### src/rtl/txu_pkg.sv
package txu_pkg;
  typedef enum logic [1:0] {
    ST_IDLE = 2'd0,
    ST_SEND = 2'd1,
    ST_PARK = 2'd2
  } txu_state_e;

  typedef struct packed {
    logic sof;
    logic eof;
  } txu_mark_t;
endpackage

### src/rtl/txu_fifo.sv
module txu_fifo #(
  parameter int EW    = 10,
  parameter int DEPTH = 16,
  localparam int AW   = (DEPTH > 1) ? $clog2(DEPTH) : 1,
  localparam int CW   = $clog2(DEPTH + 1)
) (
  input  logic          clk_i,
  input  logic          rst_ni,
  input  logic          flush_i,
  input  logic          push_i,
  input  logic [EW-1:0] push_data_i,
  input  logic          pop_i,
  output logic [EW-1:0] head_o,
  output logic          empty_o,
  output logic          full_o,
  output logic [CW-1:0] level_o
);
  logic [EW-1:0] mem_q [DEPTH];
  logic [AW-1:0] wptr_q, rptr_q, wptr_inc, rptr_inc;
  logic [CW-1:0] level_q;
  logic          push_ok, pop_ok;

  assign full_o   = (level_q == CW'(DEPTH));
  assign empty_o  = (level_q == '0);
  assign push_ok  = push_i & ~full_o & ~flush_i;
  assign pop_ok   = pop_i & ~empty_o & ~flush_i;
  assign head_o   = mem_q[rptr_q];
  assign level_o  = level_q;

  generate
    if ((DEPTH & (DEPTH - 1)) == 0) begin : g_pow2
      assign wptr_inc = wptr_q + 1'b1;
      assign rptr_inc = rptr_q + 1'b1;
    end else begin : g_wrap
      assign wptr_inc = (wptr_q == AW'(DEPTH - 1)) ? '0 : wptr_q + 1'b1;
      assign rptr_inc = (rptr_q == AW'(DEPTH - 1)) ? '0 : rptr_q + 1'b1;
    end
  endgenerate

  always_ff @(posedge clk_i) begin
    if (push_ok) mem_q[wptr_q] <= push_data_i;
  end

  always_ff @(posedge clk_i or negedge rst_ni) begin
    if (!rst_ni) begin
      wptr_q  <= '0;
      rptr_q  <= '0;
      level_q <= '0;
    end else if (flush_i) begin
      wptr_q  <= '0;
      rptr_q  <= '0;
      level_q <= '0;
    end else begin
      if (push_ok) wptr_q <= wptr_inc;
      if (pop_ok)  rptr_q <= rptr_inc;
      unique case ({push_ok, pop_ok})
        2'b10:   level_q <= level_q + 1'b1;
        2'b01:   level_q <= level_q - 1'b1;
        default: level_q <= level_q;
      endcase
    end
  end
endmodule

### src/rtl/txu_frame_ctl.sv
module txu_frame_ctl
  import txu_pkg::*;
#(
  parameter int DW = 8,
  parameter int LW = 12
) (
  input  logic          clk_i,
  input  logic          rst_ni,
  input  logic          tx_en_i,
  input  logic          sf_mode_i,
  input  logic          rd_req_i,
  input  logic          dump_i,
  input  logic          empty_i,
  input  logic [DW+1:0] head_i,
  output logic          pop_o,
  output logic          rd_valid_o,
  output logic [DW-1:0] rd_data_o,
  output logic          rd_sof_o,
  output logic          rd_eof_o,
  output logic          fin_o,
  output logic          fin_unf_o,
  output logic [LW-1:0] fin_len_o
);
  txu_state_e    st_q, st_d;
  logic [LW-1:0] cnt_q, cnt_d;
  txu_mark_t     hm;
  logic          req;

  assign hm  = txu_mark_t'(head_i[DW+1:DW]);
  assign req = rd_req_i & tx_en_i & ~dump_i;

  always_comb begin
    st_d      = st_q;
    cnt_d     = cnt_q;
    pop_o     = 1'b0;
    fin_o     = 1'b0;
    fin_unf_o = 1'b0;
    fin_len_o = cnt_q;
    unique case (st_q)
      ST_IDLE: begin
        // only a start-marked head opens a frame
        if (req && !empty_i && hm.sof) begin
          pop_o = 1'b1;
          cnt_d = LW'(1);
          if (hm.eof) begin
            fin_o     = 1'b1;
            fin_len_o = LW'(1);
          end else begin
            st_d = ST_SEND;
          end
        end
      end
      ST_SEND: begin
        if (req) begin
          if (!empty_i) begin
            pop_o = 1'b1;
            cnt_d = cnt_q + LW'(1);
            if (hm.eof) begin
              fin_o     = 1'b1;
              fin_len_o = cnt_q + LW'(1);
              st_d      = ST_IDLE;
            end
          end else if (!sf_mode_i) begin
            fin_o     = 1'b1;
            fin_unf_o = 1'b1;
            st_d      = ST_PARK;
          end
        end
      end
      ST_PARK: st_d = ST_PARK;
      default: st_d = ST_IDLE;
    endcase
    if (dump_i) st_d = ST_IDLE;
  end

  always_ff @(posedge clk_i or negedge rst_ni) begin
    if (!rst_ni) begin
      st_q       <= ST_IDLE;
      cnt_q      <= '0;
      rd_valid_o <= 1'b0;
      rd_data_o  <= '0;
      rd_sof_o   <= 1'b0;
      rd_eof_o   <= 1'b0;
    end else begin
      st_q       <= st_d;
      cnt_q      <= cnt_d;
      rd_valid_o <= pop_o;
      if (pop_o) begin
        rd_data_o <= head_i[DW-1:0];
        rd_sof_o  <= hm.sof;
        rd_eof_o  <= hm.eof;
      end
    end
  end
endmodule

### src/rtl/txu_status.sv
module txu_status #(
  parameter int LW = 12
) (
  input  logic          clk_i,
  input  logic          rst_ni,
  input  logic          fin_i,
  input  logic          fin_unf_i,
  input  logic [LW-1:0] fin_len_i,
  input  logic          unf_clr_i,
  output logic          sts_valid_o,
  output logic          sts_unf_o,
  output logic [LW-1:0] sts_len_o,
  output logic          int_unf_o
);
  always_ff @(posedge clk_i or negedge rst_ni) begin
    if (!rst_ni) begin
      sts_valid_o <= 1'b0;
      sts_unf_o   <= 1'b0;
      sts_len_o   <= '0;
      int_unf_o   <= 1'b0;
    end else begin
      sts_valid_o <= fin_i;
      if (fin_i) begin
        sts_unf_o <= fin_unf_i;
        sts_len_o <= fin_len_i;
      end
      // set beats clear
      if (fin_i && fin_unf_i) int_unf_o <= 1'b1;
      else if (unf_clr_i)     int_unf_o <= 1'b0;
    end
  end
endmodule

### src/rtl/tx_underrun_guard.sv
module tx_underrun_guard #(
  parameter int DW    = 8,
  parameter int DEPTH = 16,
  parameter int LW    = 12,
  localparam int CW   = $clog2(DEPTH + 1)
) (
  input  logic          clk_i,
  input  logic          rst_ni,
  input  logic          tx_en_i,
  input  logic          sf_mode_i,
  input  logic          wr_valid_i,
  input  logic [DW-1:0] wr_data_i,
  input  logic          wr_sof_i,
  input  logic          wr_eof_i,
  output logic          wr_full_o,
  output logic [CW-1:0] level_o,
  input  logic          rd_req_i,
  output logic          rd_valid_o,
  output logic [DW-1:0] rd_data_o,
  output logic          rd_sof_o,
  output logic          rd_eof_o,
  input  logic          dump_i,
  output logic          sts_valid_o,
  output logic          sts_unf_o,
  output logic [LW-1:0] sts_len_o,
  output logic          int_unf_o,
  input  logic          unf_clr_i
);
  localparam int EW = DW + 2;

  logic [EW-1:0] head;
  logic          empty, pop;
  logic          fin, fin_unf;
  logic [LW-1:0] fin_len;

  txu_fifo #(.EW(EW), .DEPTH(DEPTH)) u_fifo (
    .clk_i       (clk_i),
    .rst_ni      (rst_ni),
    .flush_i     (dump_i),
    .push_i      (wr_valid_i),
    .push_data_i ({wr_sof_i, wr_eof_i, wr_data_i}),
    .pop_i       (pop),
    .head_o      (head),
    .empty_o     (empty),
    .full_o      (wr_full_o),
    .level_o     (level_o)
  );

  txu_frame_ctl #(.DW(DW), .LW(LW)) u_ctl (
    .clk_i      (clk_i),
    .rst_ni     (rst_ni),
    .tx_en_i    (tx_en_i),
    .sf_mode_i  (sf_mode_i),
    .rd_req_i   (rd_req_i),
    .dump_i     (dump_i),
    .empty_i    (empty),
    .head_i     (head),
    .pop_o      (pop),
    .rd_valid_o (rd_valid_o),
    .rd_data_o  (rd_data_o),
    .rd_sof_o   (rd_sof_o),
    .rd_eof_o   (rd_eof_o),
    .fin_o      (fin),
    .fin_unf_o  (fin_unf),
    .fin_len_o  (fin_len)
  );

  txu_status #(.LW(LW)) u_sts (
    .clk_i       (clk_i),
    .rst_ni      (rst_ni),
    .fin_i       (fin),
    .fin_unf_i   (fin_unf),
    .fin_len_i   (fin_len),
    .unf_clr_i   (unf_clr_i),
    .sts_valid_o (sts_valid_o),
    .sts_unf_o   (sts_unf_o),
    .sts_len_o   (sts_len_o),
    .int_unf_o   (int_unf_o)
  );
endmodule

### config.mk
export PLATFORM = sky130hd
export DESIGN_NAME = tx_underrun_guard
export DESIGN_NICKNAME = d
export VERILOG_FILES = /design/src/rtl/txu_pkg.sv /design/src/rtl/txu_fifo.sv /design/src/rtl/txu_frame_ctl.sv /design/src/rtl/txu_status.sv /design/src/rtl/tx_underrun_guard.sv
export SDC_FILE = /design/constraint.sdc
export NUM_CORES = 1
export LEC_CHECK = 0
export CAP_MARGIN = 5
export CORE_MARGIN = 8
export CORE_UTILIZATION = 25
export CTS_CLUSTER_DIAMETER = 80
export CTS_CLUSTER_SIZE = 14
export DETAILED_ROUTE_END_ITERATION = 8
export PLACE_DENSITY = 0.52
export SYNTH_ARGS = -nofsm -noshare
export SYNTH_HDL_FRONTEND = slang
export SYNTH_HIERARCHICAL = 1
export SYNTH_SLANG_ARGS = --single-unit
### constraint.sdc
create_clock -name clk_i -period 3.9 [get_ports clk_i]
set_clock_uncertainty 0.1 [all_clocks]
set_input_delay 0.78 -clock clk_i [delete_from_list [all_inputs] [get_ports clk_i]]
set_output_delay 0.78 -clock clk_i [all_outputs]
set_load 0.02 [all_outputs]
==> impl_results.md, run 1 <==
* Synth top area share at 0.5213
* Initial DRC count at about 320
* Chip height at between 200 and 250 um
* GRT Util Overall at 0.09031
* Top Ports at 50
* Initial core utilization at 0.2530
* Comb pwr share at 0.138
* Yosys warnings at 6
* Setup TNS at 0 ps
* Antenna diode count at 0
* Peak fanout along the critical path at 19
* DP HPWL at approximately 14000 um
* Total gr overflow at 0
* Max rail drop VDD at between 0.2 and 0.25 mV
* CTS Hold Buffers Added at 0
* Period utilisation layout at 0.9140
* Clock power frac at 0.348
* Top FF cell, synth: edfxtp_1
* Area contributors post-synth: edfxtp_1, dfrtp_1, mux4_2, mux2i_1, nand2_1
* Register share of total power at 0.514
* Largest area contributor in the netlist: edfxtp_1
* Rows at 70
* Final setup viols at 0
* Flops & latches, synth at about 210
* Post-Syn Area at 9216 um^2
* Fmax at between 200 and 300 MHz
* Root buffer cell: clkbuf_16
* Internal power at between 3000 and 4000 uW
* Mapped Nets at ~660
* RSZ-0062 raised after global routing: no
* Drt via density at 4.458
* Async set-reset flop share out of synthesis at 0.2488
* Final core utilization at 0.3011
* Buffers on Ports at just under 50
* Area delta synth->final at 19.03%
* Layout Nets at 736
* Distinct cells, synth at between 60 and 70
* Post-Route WL at 19720 um
* Outcome: completed
* Routability Congestion at approximately 0.76
* Number of enable flip-flop cells after synthesis at 160
* Final Hold Fails at 0
* First-pass GRT wire length at about 32000 um
* P per Cell Area at between 400 and 500 nW/um^2
* Sequential area share after synthesis at 0.6652
* Worst-Skew Late Latency at 490 ps
* Worst EP required at about 4200 ps
* TritonRoute pass-1 iters at 4
* Largest net degree at the start of global routing at 28
* Residual DRC at 0
* Fill cells at 3652
* Pleak at between 0.003 and 0.004 uW
* Syn avg cell area at around 15 um^2
* Placed cell area at between 10000 and 15000 um^2
* Startpoint types: register
* Max cap viols at 0
* Post-synth top cells: edfxtp_1, nand2_1, dfrtp_1
* Cell with the most instances after synthesis: edfxtp_1
* CTS tree: yes
* Clock buffer depth at 3
* Worst Tran Pin Value at slightly below 700 ps
* DIE AREA at between 40000 and 50000 um^2
* Routed len/inst at approximately 17 um
* Final ANT Viol Nets at 0
* Core ar. at 36430 um^2
* Setup CP Type: register to register
* Tot Pwr at 5105 uW
* CTS buffer count at 19
* Clock Pin Slew Worst Setup and Hold Paths at roughly 70 ps
* Vias in the first global route at about 5400
* Vias at between 5000 and 6000
* Fin crit period at ~3600 ps
* Relative slew slack at 0.5468
* Antenna violations before repair at 0
* Cell count after synthesis at ~630
* Final Max Slew Viols at 0
* Crit end category: register
* HP Class: input port to async pin
* Net Sw Frac at 0.2488
* CP Data Arrival Time at 3840 ps
* Clock sinks at between 200 and 250
* CTS H-tree lvls at 1
* Fin area at roughly 11000 um^2
* Share of layout cells above drive strength 1 at 0.1641
* Die X-Extent at around 210 um
* Switching power at around 1300 uW
-- timing repair --
item	CTS	global route
resized for setup	0	1
setup buffers	0	0
endpoints found under the setup margin	0	1
-- per-layer routing --
layer | part of all wire | track usage | vias up
met2 | 0.45 | 0.1414 | 70
met4 | 0.016 | 0.01713 | 0
met3 | 0.034 | 0.01683 | 26
met1 | 0.50 | 0.1294 | 2653
li1 | - | - | 2543
met5 | 0 | 0 | -
-- placed cells by master, fill, tap and decap left out, types with 2 or more instances in the layout --
master           netlist  layout
nand2b_1               5       5
a32oi_1                2       2
o211ai_1               4       4
or4_1                  3       3
o21ai_1                6       6
dfrtp_1               53      52
nand2_1               65      65
a21o_1                 3       3
a221oi_1              10      10
a31oi_1                2       2
xnor2_1                4       4
nand4_1                4       4
mux4_2                20      20
nor2_1                38      38
o21ai_0               23      23
ha_1                  10      10
o31ai_1                2       2
nor3_1                 5       5
clkbuf_16              0      19
nand3b_1               2       2
nand3_1               11      11
a21oi_1               27      26
and3b_1                2       2
and3_1                 4       4
mux2i_1               31      31
inv_1                 12      12
nor2b_1                7       7
mux2_4                 8       8
mux2_2                19      19
buf_4                  4      35
a22oi_1               12      12
xor2_1                12      12
clkbuf_1              14      11
and2_1                 3       3
nor4_1                 3       3
clkdlybuf4s50_1        0      48
edfxtp_1             160     160
or3_1                  4       4
-- area by class of cell --
type / count / area [um^2] / share of cell area
inverter: 13 / 48.80 / 0.004448
sequential: 213 / 6135 / 0.5592
timing repair buffer: 84 / 748.2 / 0.06820
multi-input combinational: 376 / 2889 / 0.2633
clock inverter: 3 / 47.55 / 0.004334
tap: 468 / 585.6 / 0.05338
clock buffer: 30 / 516.7 / 0.04710
-- state kept, by name, indices dropped and copies added (netlist names), 2 cells and up --
signal,cells
u_ctl/cnt_q,12
u_ctl/rd_data_o,8
u_ctl/st_q,2
u_fifo/level_o,5
u_fifo/mem_q,160
u_fifo/rptr_q,4
u_fifo/wptr_q,4
u_sts/sts_len_o,12
-- cells by family (layout without fill, tap and decap cells) --
| group | after synthesis | count (layout) | share of synthesized area |
|---|---|---|---|
| compound gates | 101 | 101 | 0.06951 |
| xor+xnor | 16 | 16 | 0.01520 |
| fa+ha+maj | 11 | 11 | 0.01575 |
| buf+inv | 45 | 130 | 0.02240 |
| flops | 213 | 213 | 0.6652 |
| mux | 78 | 78 | 0.1188 |
| simple gates | 170 | 170 | 0.09313 |
-- final timing paths --
kind | startpoint | to | slack (ps) | depth (start not counted)
worst min-delay path | rst_ni | u_ctl/rd_data_o[6] | 230 | 1
worst min register to register | u_ctl/rd_data_o[7] | u_ctl/rd_data_o[7] | 380 | 2
min in group clk_i | u_ctl/rd_data_o[7] | u_ctl/rd_data_o[7] | 380 | 2
worst max-delay path | u_fifo/rptr_q[1] | u_fifo/level_o[3] | 340 | 16
max in group asynchronous | rst_ni | u_fifo/level_o[3] | 2750 | 2
worst max register to register | u_fifo/rptr_q[1] | u_fifo/level_o[3] | 340 | 16
-- stage by stage --
stage / std cells / hold WS, ps / setup slack [ps]
after floorplan: 634 / 376.5 / 202.8
after global placement: 1154 / 361.6 / 260.1
after detailed placement: 1154 / 370.8 / 145.2
after CTS: 1187 / 248.3 / 302.9
after global routing: 1187 / 272.5 / 14.08
final: 1187 / 227.0 / 335.4
-- worst max-delay path: stages, from the launching register on --
cell	delay, ps
dfrtp_1	490
buf_4	340
mux4_2	360
a22oi_1	170
nand2_1	140
o21ba_2	280
nand2_4	90
inv_2	30
o21a_1	160
nand2_1	120
inv_1	80
ha_1	270
a21o_1	170
a21oi_1	160
xor2_1	170
nor2_1	50
mux2_2	250
-- power groups by stage --
| stage | Combinational (uW) | Sequential (uW) | Clock [uW] |
|---|---|---|---|
| global placement | 713 | 2670 | 0 |
| global route | 779 | 2640 | 1930 |
| detailed placement | 717 | 2670 | 0 |
| CTS | 719 | 2620 | 1850 |
| finish | 705 | 2620 | 1780 |
| floorplan | 305 | 2740 | 0 |
Power figures use the tool's default switching activity.
==> run 2, diff against run 1 <==
- SLEW_MARGIN: not set -> 10
==> results of run 2 <==
The final DEF is identical to that of run 1; final timing and power are the same.
==> run 3, diff against run 2 <==
--- a/constraint.sdc
+++ b/constraint.sdc
@@ -4,2 +4,2 @@
 set_output_delay 0.78 -clock clk_i [all_outputs]
-set_load 0.02 [all_outputs]
+set_load 0.005 [all_outputs]
==> results of run 3 <==
Same layout as run 1 (identical final DEF). Status: completed.
Among the figures that moved: total power 5105 uW -> 5014 uW; worst IR drop on VDD 0.2283 mV -> 0.2282 mV
